==> config.mk <==
export PLATFORM = sky130hd
export DESIGN_NAME = rg_watchdog
export DESIGN_NICKNAME = d
export VERILOG_FILES = /design/src/rtl/rg_pkg.sv /design/src/rtl/rg_tap_sel.sv /design/src/rtl/rg_bit_ctr.sv /design/src/rtl/rg_rst_pulse.sv /design/src/rtl/rg_watchdog.sv
export SDC_FILE = /design/constraint.sdc
export NUM_CORES = 1
export LEC_CHECK = 0
export BUFFER_PORTS_ARGS = -buffer_cell sky130_fd_sc_hd__clkbuf_2
export CAP_MARGIN = 20
export CORE_AREA = 8 8 45 47
export DETAILED_ROUTE_END_ITERATION = 7
export DIE_AREA = 0 0 53 55
export PLACE_DENSITY_LB_ADDON = 0.3
export SETUP_SLACK_MARGIN = 0.02
export SYNTH_ARGS = -nofsm -noshare
export SYNTH_HDL_FRONTEND = slang
export SYNTH_SLANG_ARGS = --single-unit
==> constraint.sdc <==
create_clock -name clk -period 1.3 [get_ports clk]
set_input_delay 0.26 -clock clk [delete_from_list [all_inputs] [get_ports clk]]
set_output_delay 0.26 -clock clk [all_outputs]
set_load 0.005 [all_outputs]
==> src/rtl/rg_pkg.sv <==
package rg_pkg;

    typedef enum logic {
        SRC_TIMEBASE = 1'b0,
        SRC_WATCH    = 1'b1
    } rg_src_e;

    // One divider as seen by the watchdog: its overflow tick and its clear strobe
    typedef struct packed {
        logic tick;
        logic clr;
    } rg_tap_t;

    localparam int RG_NSRC        = 2;
    localparam int RG_RST_ICYCLES = 4;

    function automatic int rg_pulse_len(input int icyc_clks);
        return icyc_clks * RG_RST_ICYCLES;
    endfunction

endpackage

==> src/rtl/rg_tap_sel.sv <==
module rg_tap_sel
    import rg_pkg::*;
#(
    parameter int NSRC = RG_NSRC,
    localparam int SELW = (NSRC > 1) ? $clog2(NSRC) : 1
) (
    input  rg_tap_t [NSRC-1:0] taps,
    input  logic [SELW-1:0]    sel,
    output rg_tap_t            chosen
);

    rg_tap_t [NSRC-1:0] masked;

    for (genvar g = 0; g < NSRC; g++) begin : g_mask
        assign masked[g] = (sel == SELW'(g)) ? taps[g] : '0;
    end

    always_comb begin
        chosen = '0;
        for (int i = 0; i < NSRC; i++) begin
            chosen = chosen | masked[i];
        end
    end

endmodule

==> src/rtl/rg_bit_ctr.sv <==
module rg_bit_ctr (
    input  logic clk,
    input  logic rst,
    input  logic armed,
    input  logic hold,
    input  logic clear,
    input  logic step,
    output logic cnt_q,
    output logic fire
);

    logic frozen;

    assign frozen = clear || !armed || hold;
    // A clear has priority over a tick in the same cycle
    assign fire   = !frozen && step && cnt_q;

    always_ff @(posedge clk) begin
        if (rst || frozen) begin
            cnt_q <= 1'b0;
        end else if (step) begin
            cnt_q <= ~cnt_q;
        end
    end

endmodule

==> src/rtl/rg_rst_pulse.sv <==
module rg_rst_pulse #(
    parameter int LEN = 4,
    localparam int CW = $clog2(LEN + 1)
) (
    input  logic clk,
    input  logic rst,
    input  logic fire,
    output logic pulse,
    output logic ending
);

    logic [CW-1:0] left_q;

    always_ff @(posedge clk) begin
        if (rst) begin
            left_q <= '0;
        end else if (fire) begin
            left_q <= CW'(LEN);
        end else if (left_q != '0) begin
            left_q <= left_q - 1'b1;
        end
    end

    assign pulse  = (left_q != '0);
    assign ending = (left_q == CW'(1));

endmodule

==> src/rtl/rg_watchdog.sv <==
module rg_watchdog
    import rg_pkg::*;
#(
    parameter int ICYC_CLKS = 1,
    localparam int PULSE_LEN = rg_pulse_len(ICYC_CLKS)
) (
    input  logic clk,
    input  logic rst,
    input  logic src_sel,
    input  logic tb_tick,
    input  logic wp_tick,
    input  logic tb_clr,
    input  logic wp_clr,
    input  logic sw_arm,
    input  logic sw_kick,
    input  logic low_pwr,
    output logic cpu_rst
);

    rg_tap_t [RG_NSRC-1:0] taps;
    rg_tap_t               chosen;
    logic                  armed;
    logic                  cnt_q;
    logic                  fire;
    logic                  pulse;
    logic                  ending;
    logic                  clr_any;

    assign taps[int'(SRC_TIMEBASE)] = '{tick: tb_tick, clr: tb_clr};
    assign taps[int'(SRC_WATCH)]    = '{tick: wp_tick, clr: wp_clr};

    rg_tap_sel #(.NSRC(RG_NSRC)) u_sel (
        .taps   (taps),
        .sel    (src_sel),
        .chosen (chosen)
    );

    assign clr_any = sw_kick || chosen.clr || low_pwr;

    rg_bit_ctr u_ctr (
        .clk   (clk),
        .rst   (rst),
        .armed (armed),
        .hold  (pulse),
        .clear (clr_any),
        .step  (chosen.tick),
        .cnt_q (cnt_q),
        .fire  (fire)
    );

    rg_rst_pulse #(.LEN(PULSE_LEN)) u_pulse (
        .clk    (clk),
        .rst    (rst),
        .fire   (fire),
        .pulse  (pulse),
        .ending (ending)
    );

    // Sticky arm flag: only a system reset or the end of a pulse drops it
    always_ff @(posedge clk) begin
        if (rst || ending) begin
            armed <= 1'b0;
        end else if (sw_arm && !pulse) begin
            armed <= 1'b1;
        end
    end

    assign cpu_rst = pulse;

endmodule

# Word level (Yosys, flattened, before mapping)
# Index checks and enable logic that the tools add are counted.
[word_totals]
ff_bits = 5
out_inout_bits = 1
elab_cells = 27
[op_classes]
addsub = 1
eq_ne = 1
muxes = 4
bitwise_logic = 2
reduce_logical = 15
[op_table]
columns = ["op", "count"]
rows = [
  ["1-bit logical OR", 6],
  ["3-bit 2-to-1 mux", 2],
  ["2-bit 2-to-1 mux", 2],
  ["3-bit by 1-bit == test with 1-bit output (second input constant)", 1],
  ["1-bit logical AND", 3],
  ["1-bit zero test", 3],
  ["3-bit nonzero test", 1],
  ["3-bit by 1-bit subtractor with 3-bit output (second input constant)", 1],
  ["2-bit OR", 1],
  ["2-bit nonzero test", 1],
  ["2-bit OR reduction", 1],
  ["1-bit NOT", 1],
]

# Depth between registers and ports, before layout
[logic_depth]
depth_word = 10
depth_mapped = 6
depth_no_buf = 6

# By module
# A second synthesis with hierarchy kept.
[unflattened]
cells_unflattened = 31
hier_area_um2 = 304.0
[by_module_without_submodules]
columns = ["mod", "n_inst", "cells_each", "area_each_um2"]
rows = [
  ["rg_rst_pulse", 1, 18, 182.7],
  ["rg_bit_ctr", 1, 6, 55.1],
  ["rg_watchdog", 1, 5, 43.8],
  ["rg_tap_sel", 1, 2, 22.5],
]

# Worst setup path before layout
# No wires, ideal clock.
[synth_path]
path_kind = "register to register"
startpoint = "register u_pulse.left_q[0]"
endpoint = "register u_pulse.left_q[2]"
setup_time_ns = 0.059
arrival_time_ns = 1.351
t_required_ns = 1.241
path_slack_ns = -0.110
stages_incl_launch_ff = 6
path_buffers = 0
path_cell_list = "dfxtp_1 -> inv_1 -> ha_1 -> or4b_2 -> o21ai_0 -> a31o_1"
[synth_between]
elab_chain_len = 6
[synth_rtl]
columns = ["element", "line", "text"]
rows = [
  ["start, declared", "rg_rst_pulse.sv:12", "logic [CW-1:0] left_q;"],
  ["start signal, assigned", "rg_rst_pulse.sv:18", "left_q <= CW'(LEN);"],
  ["start signal, assigned", "rg_rst_pulse.sv:20", "left_q <= left_q - 1'b1;"],
  ["branches (longest 6 deep; another with 3-bit by 1-bit subtractor with 3-bit output)", "-", ""],
]
# Several ways; the timed one is not identified. The select of a mux whose other input is x is not followed.
# A chain may end at the register's enable or synchronous reset.

# Worst setup path in the final report
[layout_path]
startpoint = "register u_pulse.left_q[0]"
endpoint = "output cpu_rst"
[layout_between]
elab_chain_len = 1
[layout_rtl]
columns = ["element", "line", "text"]
rows = [
  ["3-bit nonzero test", "rg_rst_pulse.sv:24", "assign pulse = (left_q != '0);"],
  ["end, declared", "rg_watchdog.sv:17", "output logic cpu_rst"],
]
# No other way between the ends.

==> out/metrics.yaml <==
ant_nets: 0
final_hold_viol_count: 0
finalSetupViolations: 2
wl_um: 848
hold_path_class: "in -> reg"
port_buffers: 10
worst_slew_pin_slew_ns: 0.364
ys_warn_count: 0
overflow: 0
cts_max_level: 1
hold_path_depth: 3
relSlewSlack_pct: 75.0
clk_latency_ns: 0.25
start_util_pct: 22.0
reg2regPathDepth: 6
drive_above_1_share_pct: 63.6
synth_top_flop_cell: "dfxtp_1"
p_leak_nw: 0.241
gp_congestion: 0.733
area_growth_pct: 71.2
fmax_ghz: 0.741
synthesis.nets: 46
crit_fanout: 3
tritoncts: "built"
critPathLaunchType: "flop"
violations: "setup timing"
syn_area_per_cell_um2: 9.21
ioPinCount: 11
arrival_ns: 1.09
drc: 0
cts_sinks: 5
crit_top_cell: "inv_2"
fp.dieArea_mm2: 0.00292
slowest_delay_ns: 0.32
core_area_mm2: 0.00138
num_rows: 14
post-route-min-period_ns: 1.35
drt_iter0_markers: 5
synth-edff-count: 0
grt_pass1_vias: 315
ys_seq_elements: 5
synth_top_area_cell: "dfxtp_1"
fin_nets: 69
synth_top_cell_area_share_pct: 32.9
fin_crit_sh_pct: 104
vdd_drop_max_mv: 0.776
skew_ns: 0.00858
synthTopCellsByArea: "dfxtp_1 (33%), ha_1 (12%), mux2i_1 (6.6%), inv_1 (6.2%), nor4b_2 (4.9%)"
cts.path.max_buffers: 2
critPathSlowestCell: "dfxtp_2"
cts_root_buf: "clkbuf_4"
fillers: 144
placed_area_um2: 419
grt_pass1_wl_um: 1300
syn_inst: 33
setup-tns-final_ns: -0.0649
firstDrtPassIters: 4
power_density_mw_per_mm2: 1990
stdcell_area_um2: 520
crit_buf_inv: 3
fin_util_pct: 37.6
async_flop_share_pct: 0
finalMaxSlewViolations: 0
antenna_found_initial: 0
worstPathCellList: "inv_2 -> ha_4 -> nor2b_4 -> inv_2 -> clkbuf_2"
cp_top_family: "flip-flops"
holdBufCountCts: 0
vias_per_cell: 4.46
grt_max_degree: 7
cts_buffers: 3
cap_violations: 0
end_kind: "primary output"
place_hpwl_um: 625
critPathKind: "reg -> out"
n_antenna_cell: 0
rsz0062_at_grt: "yes"
synth_area_um2: 304
die_y_um: 55
vias: 317
status: "complete, but fails checks"
grt_usage_pct: 6.67
path_clk_slew_ns: 0.05
crit_cells: 5
required_ns: 1.04
avgRoutedWirePerCell_um: 11.9
seq_area_frac_synth_pct: 32.9
die_w_um: 53
setup_slack_ns: -0.0499
synth_cell_types: 18
sequential cells by signal, summed over array words and instances, names as in the netlist:
signal,flops
armed,1
u_pulse.left_q,3
u_ctr.cnt_q,1
layout by cell type (no fill, tap or decap), types with 3 or more instances in the layout:
| cell | netlist | layout |
|---|---|---|
| dfxtp_1 | 5 | 3 |
| clkbuf_2 | 0 | 10 |
| buf_4 | 0 | 8 |
| clkbuf_4 | 0 | 3 |
| inv_2 | 0 | 3 |
logic make-up after synthesis:
logic type / Yosys count / synth area share (%)
mux: 2 / 6.58
flops: 5 / 32.9
compound gates: 5 / 10.7
buf+inv: 5 / 6.17
simple gates: 12 / 28.4
xor+xnor: 1 / 2.88
fa+ha+maj: 3 / 12.3
cell type report:
| type | instances | area, um2 | share of cell area, % |
|---|---|---|---|
| Clock buffer | 4 | 26.3 | 5.05 |
| Inverter | 5 | 18.8 | 3.61 |
| Multi-Input combinational cell | 23 | 243 | 46.6 |
| Sequential cell | 5 | 103 | 19.7 |
| Tap cell | 16 | 20.0 | 3.85 |
| Timing Repair Buffer | 18 | 110 | 21.2 |
cells in the mapped netlist, types with 2 or more instances:
cell type and count:
inv_1 5, nor2b_1 2, nand3_1 2, nand2b_1 2, ha_1 3, mux2i_1 2, dfxtp_1 5, o21ai_0 2
per-layer routing:
metal / vias up / routed length [um] / track usage (%)
met4: 0 / 18 / 5.17
met2: 11 / 408 / 10.2
met3: 2 / 124 / 6.42
li1: 163 / - / -
met1: 141 / 297 / 5.18
met5: - / 0 / 0
through the flow:
step	hold WS, ns	worst slack [ns]	instances	power [mW]
after floorplan	0.336	0.0326	33	0.451
after global placement	0.511	-0.0404	64	0.636
after detailed placement	0.510	-0.0675	64	0.630
after CTS	0.295	-0.0485	70	0.984
after global routing	0.323	-0.102	71	1.12
final	0.314	-0.0499	71	1.04
worst register-to-register path, stage by stage (launching register included):
cell,delay (ns)
dfxtp_2,0.34
inv_2,0.06
ha_4,0.15
nor2b_4,0.13
buf_4,0.14
or3_4,0.33
o41ai_2,0.06
power breakdown:
group,internal (mW),total (mW),switching (mW)
registers,0.210,0.253,0.0431
logic,0.344,0.596,0.251
clock network,0.117,0.189,0.0723
total,0.671,1.04,0.367
worst paths after layout:
| kind | endpoint | start | slack (ns) |
|---|---|---|---|
| setup reg to reg | u_pulse.left_q[1] | u_pulse.left_q[0] | -0.02 |
| setup / recovery | cpu_rst | u_pulse.left_q[0] | -0.05 |
| hold reg to reg | armed | armed | 0.50 |
| hold / removal | armed | sw_arm | 0.31 |
what timing repair did:
action / 4_1_cts / 5_1_grt
resized for setup: 10 / 3
buffers inserted: 2 / 1
hold endpoints to repair: 0 / 0
pin swaps: 4 / 2
setup endpoints to repair: 4 / 6
Note: power is estimated with default switching activity, not from simulation.
